**src/rtl/pic_cascade.sv**
```systemverilog
module pic_cascade #(
  parameter logic [7:0] MASTER_TRIG_MASK = 8'hF8,
  parameter logic [7:0] SLAVE_TRIG_MASK  = 8'hDE,
  parameter int         CASCADE_LINE     = 2,
  parameter logic [2:0] SPURIOUS_LINE    = 3'd7
)(
  input  logic        clk,
  input  logic        rst_n,
  input  logic [15:0] irq_in,
  input  logic        ack,
  input  logic        wr_en,
  input  logic [2:0]  wr_sel,
  input  logic [7:0]  wr_data,
  input  logic [2:0]  rd_sel,
  output logic [7:0]  rd_data,
  output logic        int_out,
  output logic        vec_valid,
  output logic [7:0]  vector
);
  localparam int NL = 8;
  localparam int NC = 2;
  localparam logic [2:0] CASC = 3'(CASCADE_LINE);

  function automatic logic [3:0] rank(input logic [7:0] m, input logic [2:0] org);
    logic [3:0] r;
    r = 4'd8;
    for (int p = NL - 1; p >= 0; p--)
      if (m[3'(p) + org]) r = 4'(p);
    return r;
  endfunction

  function automatic logic [3:0] pick(input logic [7:0] pend, input logic [7:0] msk,
                                      input logic [7:0] svc, input logic [2:0] org);
    logic [3:0] p, c;
    p = rank(pend & ~msk, org);
    c = rank(svc, org);
    if (p < c) return {1'b0, p[2:0] + org};
    return 4'd8;
  endfunction

  logic [7:0] irr_q [NC], irr_d [NC];
  logic [7:0] isr_q [NC], isr_d [NC];
  logic [7:0] imr_q [NC], imr_d [NC];
  logic [7:0] base_q[NC], base_d[NC];
  logic [7:0] trig_q[NC], trig_d[NC];
  logic [7:0] last_q[NC], last_d[NC];
  logic [2:0] org_q [NC], org_d [NC];
  logic [3:0] m_win, s_win;
  logic       s_pend;
  logic [7:0] vec_d;

  assign m_win   = pick(irr_q[0], imr_q[0], isr_q[0], org_q[0]);
  assign s_win   = pick(irr_q[1], imr_q[1], isr_q[1], org_q[1]);
  assign s_pend  = !s_win[3];
  assign int_out = !m_win[3];

  logic [7:0] m_irr, m_imr, m_isr, m_trig;
  assign m_irr  = irr_q[0];
  assign m_imr  = imr_q[0];
  assign m_isr  = isr_q[0];
  assign m_trig = trig_q[0];

  always_comb begin
    if (m_win[3])
      vec_d = base_q[0] + 8'(SPURIOUS_LINE);
    else if (m_win[2:0] == CASC)
      vec_d = s_win[3] ? base_q[1] + 8'(SPURIOUS_LINE) : base_q[1] + 8'(s_win[2:0]);
    else
      vec_d = base_q[0] + 8'(m_win[2:0]);
  end

  always_comb begin
    logic [3:0] er;
    logic [2:0] ei;
    logic       lvl;
    er = 4'd8;
    ei = 3'd0;
    for (int c = 0; c < NC; c++) begin
      irr_d[c]  = irr_q[c];
      isr_d[c]  = isr_q[c];
      imr_d[c]  = imr_q[c];
      base_d[c] = base_q[c];
      trig_d[c] = trig_q[c];
      last_d[c] = last_q[c];
      org_d[c]  = org_q[c];
      for (int b = 0; b < NL; b++) begin
        lvl = irq_in[c*NL + b];
        if (trig_q[c][b]) begin
          irr_d[c][b]  = lvl;
          last_d[c][b] = lvl;
        end else begin
          if (lvl && !last_q[c][b]) irr_d[c][b] = 1'b1;
          last_d[c][b] = lvl;
        end
      end
    end
    if (!ack && s_pend) begin
      irr_d[0][CASC]  = 1'b1;
      last_d[0][CASC] = 1'b0;
    end
    if (ack && !m_win[3]) begin
      isr_d[0][m_win[2:0]] = 1'b1;
      if (!trig_q[0][m_win[2:0]]) irr_d[0][m_win[2:0]] = 1'b0;
      if (m_win[2:0] == CASC && s_pend) begin
        isr_d[1][s_win[2:0]] = 1'b1;
        if (!trig_q[1][s_win[2:0]]) irr_d[1][s_win[2:0]] = 1'b0;
      end
    end
    if (wr_en) begin
      case (wr_sel[2:1])
        2'd0: imr_d[wr_sel[0]]  = wr_data;
        2'd1: base_d[wr_sel[0]] = {wr_data[7:3], 3'b000};
        2'd2: trig_d[wr_sel[0]] = wr_data & (wr_sel[0] ? SLAVE_TRIG_MASK : MASTER_TRIG_MASK);
        default: begin
          if (wr_data[0]) begin
            irr_d[wr_sel[0]]  = 8'h00;
            isr_d[wr_sel[0]]  = 8'h00;
            imr_d[wr_sel[0]]  = 8'h00;
            base_d[wr_sel[0]] = 8'h00;
            last_d[wr_sel[0]] = 8'h00;
            org_d[wr_sel[0]]  = 3'd0;
          end else if (wr_data[1] || wr_data[2]) begin
            er = rank(isr_q[wr_sel[0]], org_q[wr_sel[0]]);
            if (!er[3]) begin
              ei = er[2:0] + org_q[wr_sel[0]];
              isr_d[wr_sel[0]][ei] = 1'b0;
              if (wr_data[2]) org_d[wr_sel[0]] = ei + 3'd1;
            end
          end
        end
      endcase
    end
  end

  always_ff @(posedge clk or negedge rst_n) begin
    if (!rst_n) begin
      for (int c = 0; c < NC; c++) begin
        irr_q[c]  <= '0;
        isr_q[c]  <= '0;
        imr_q[c]  <= '0;
        base_q[c] <= '0;
        trig_q[c] <= '0;
        last_q[c] <= '0;
        org_q[c]  <= '0;
      end
      vec_valid <= 1'b0;
      vector    <= '0;
    end else begin
      for (int c = 0; c < NC; c++) begin
        irr_q[c]  <= irr_d[c];
        isr_q[c]  <= isr_d[c];
        imr_q[c]  <= imr_d[c];
        base_q[c] <= base_d[c];
        trig_q[c] <= trig_d[c];
        last_q[c] <= last_d[c];
        org_q[c]  <= org_d[c];
      end
      vec_valid <= ack;
      if (ack) vector <= vec_d;
    end
  end

  always_comb begin
    case (rd_sel[2:1])
      2'd0:    rd_data = irr_q[rd_sel[0]];
      2'd1:    rd_data = isr_q[rd_sel[0]];
      2'd2:    rd_data = imr_q[rd_sel[0]];
      default: rd_data = trig_q[rd_sel[0]];
    endcase
  end
endmodule

```
**config.mk**
```make
export PLATFORM = sky130hd
export DESIGN_NAME = pic_cascade
export DESIGN_NICKNAME = d
export VERILOG_FILES = /design/src/rtl/pic_cascade.sv
export SDC_FILE = /design/constraint.sdc
export NUM_CORES = 1
export LEC_CHECK = 0
export ABC_AREA = 1
export ABC_CLOCK_PERIOD_IN_PS = 6750
export CAP_MARGIN = 25
export CORE_MARGIN = 5
export CORE_UTILIZATION = 50
export DETAILED_ROUTE_END_ITERATION = 7
export GPL_TIMING_DRIVEN = 1
export PLACE_DENSITY_LB_ADDON = 0.08
export SYNTH_ARGS = -nofsm -noshare
export SYNTH_HDL_FRONTEND = slang
export SYNTH_SLANG_ARGS = --single-unit
```
**constraint.sdc**
```tcl
create_clock -name clk -period 6.75 [get_ports clk]
set_input_delay 1.35 -clock clk [delete_from_list [all_inputs] [get_ports clk]]
set_output_delay 1.35 -clock clk [all_outputs]
set_load 0.01 [all_outputs]
```
==> metrics.md <==
| Metric | Value |
|---|---|
| Core Region | 0.0166 mm^2 |
| Setup violators final | 0 |
| Max cap viols | 0 |
| Worst reg2reg path depth | 33 |
| Clock transition at path regs | 70 ps |
| Worst r2r dst | vector[7]$_DFFE_PN0P_ |
| Worst-path fanout max | 19 |
| FP Rows | 47 |
| Crit path capture type | primary output |
| Asr flop ratio synth | 100% |
| Final WL | 25,800 um |
| Synth top area share | 32.1% |
| Initial antenna violation count | 0 |
| Share of cells above drive strength 1 | 4.64% |
| Sum of negative setup slack | 0 ps |
| Clock Skew | 11.4 ps |
| Routability cong. | 0.950 |
| Vias in the first global route | 7,859 |
| Die Area | 0.0197 mm^2 |
| IO Port Bufs | 51 |
| Via count | 8,567 |
| WHS Endpoint | vector[3]$_DFFE_PN0P_ |
| Area leader, netlist | dfrtp_1 |
| Syn Inst Count | 1,280 |
| Syn avg cell area | 6.63 um^2 |
| Reg area | 0.00273 mm^2 |
| Final period util | 86.9% |
| Clk_lat worst skew | 360 ps |
| CP Launch Type | register |
| DR pass1 iterations | 5 |
| Post-synthesis cell type count | 49 |
| Die W | 140 um |
| Fillers | 1,686 |
| Via/cell ratio | 5.58 |
| Largest net degree at the start of global routing | 72 |
| Clock H-tree levels | 3 |
| GRT Residual Overflow | 0 |
| First DRT Iteration DRCs | 931 |
| Most frequent cells in the layout | nand2_1 (331), inv_1 (172), nor2_1 (125) |
| Hold Startpoint | vector[3]$_DFFE_PN0P_ |
| CP Class | register to primary output |
| Number of flops mapped to enable cells by yosys | 0 |
| CTS tree | built |
| Worst EP arrival | 4520 ps |
| Synth Flop Type | dfrtp_1 |
| Tot GR Track Use | 26.3% |
| # clock sinks | 109 |
| First-pass GRT wire length | 41,100 um |
| Effective utilization at floorplan | 51.0% |
| DIE HEIGHT | 140 um |
| Root Buffer | clkbuf_16 |
| Run status | finished, final reports clean |
| Dominant cells by area after synthesis | dfrtp_1 (32%), nand2_1 (15%), inv_1 (7.6%) |
| Pins Over Slew Limit | 0 |
| Synth Warn # | 0 |
| Antenna cell count | 0 |
| Antenna viol nets, final | 0 |
| #FFs+latches synth | 109 |
| RSZ-0062 raised after global routing | no |
| Drt wl/cell | 16.8 um |
| Final hold violations | 0 |
| Net Count, Synth | 1,345 |
| Post-DP HPWL | 20,300 um |
| Slew @ Worst Pin | 946 ps |
| Netlist Area Pre-Place | 0.00849 mm^2 |
| Hold depth | 2 |
| FF-to-FF setup slack | 1200 ps |
| Max Freq | 170 MHz |
| Final net count | 1,376 |
| Hold slack | 488 ps |
| Minimum clock period | 5870 ps |
| # IOs | 52 |
| Register area share after synthesis | 32.1% |
| TritonCTS Buffers | 9 |
| Area of the multi-input gates | 0.00486 mm^2 |
| Cts repair resizes | 0 |
| Post-CTS Hold Buffers | 0 |
| CP required | 5400 ps |
| Hold/Removal Path Class | register to register |
| Slew Limit Headroom | 36.7% |
| Setup bufs post-CTS | 0 |
| Area delta synth->final | 10.7% |
| Worst R2R Start | org_q[1]$_DFFE_PN0P_ |
| Commonest non-fill, non-tap cell in the layout | nand2_1 |
| CTS max path bufs | 2 |
| # DRC | 0 |
-- worst max-delay path, cell delays in order (launching register included) --
cell and delay, ps:
dfrtp_1 800, inv_6 190, ha_1 460, inv_1 250, nand3_1 130, nand2_1 80
nor2_1 40, a31oi_1 190, nand2_1 90, nor3_1 180, nand2_1 80, ha_1 290
a21oi_1 230, nand2_2 280, inv_2 270, clkdlybuf4s50_1 580
-- synthesized netlist by cell type, types with 4 or more instances --
library cell  count
inv_1           172
clkbuf_1         20
o2111ai_1         4
nor4_1            6
buf_2             7
xnor2_1           8
a211oi_1          6
nor2_2            7
o21ai_0         113
buf_4             6
inv_2             9
o211ai_1         10
ha_1             26
a21oi_1          72
a31oi_1          11
buf_6             4
nand4_1          20
nand3_1          97
nor3_1           17
xor2_1           14
o21ai_1          20
nor2_1          125
fa_1              5
o22ai_1          22
nand2_1         331
or2_2             4
dfrtp_1         109
-- layer usage --
layer	global-route usage (%)	vias to the layer above	wire length (um)
met4	10.0	0	940
met3	4.23	63	1590
met2	41.1	295	11600
met5	0	-	0
li1	-	4249	-
met1	36.7	3960	11700
-- flip-flops by register name, indices dropped and copies added (netlist names), 8 cells and up --
register  count
irr_q         8
vector        8
imr_q         8
base_q       16
m_isr         8
last_q       16
m_irr         8
m_imr         8
isr_q         8
-- cell type report --
type | instances | area share, %
well taps | 220 | 2.93
flip-flops and latches | 109 | 29.0
clock inverters | 5 | 0.386
multi-input cells | 949 | 51.7
clock buffers | 10 | 2.54
repair buffers | 58 | 5.96
inverters | 184 | 7.43
-- worst max path at each step --
stage	cells after the start	startpoint	slack [ps]	end
final	15	org_q[3]$_DFFE_PN0P_	880	int_out
after CTS	15	org_q[3]$_DFFE_PN0P_	940	int_out
after floorplan	22	wr_sel[0]	2230	isr_q[2]$_DFF_PN0_
after global routing	15	org_q[3]$_DFFE_PN0P_	510	int_out
after detailed placement	20	wr_sel[0]	1090	org_q[2]$_DFFE_PN0P_
after global placement	20	wr_sel[0]	1180	org_q[5]$_DFFE_PN0P_
-- cells by family after synthesis --
family                     share of synthesized area (%)
and+or+nand+nor                                     30.6
adders and majority gates                           5.01
AOI/OAI and AO/OA                                   18.3
xor gates and xnor gates                            3.17
muxes                                              0.118
buffers and inverters                               10.6
DFF                                                 32.1
-- metrics by stage --
stage	utilization, %	setup slack [ps]	std cells	instance area [um^2]
floorplan	-	2230	1280	8490
global placement	54.8	1180	1520	9120
detailed placement	54.8	1090	1520	9120
CTS	56.5	943	1535	9400
global route	56.5	506	1535	9400
finish	56.5	885	1535	9400
Power is not shown: default switching activity piles up to over one toggle a cycle in this logic, so the estimate is an artifact.
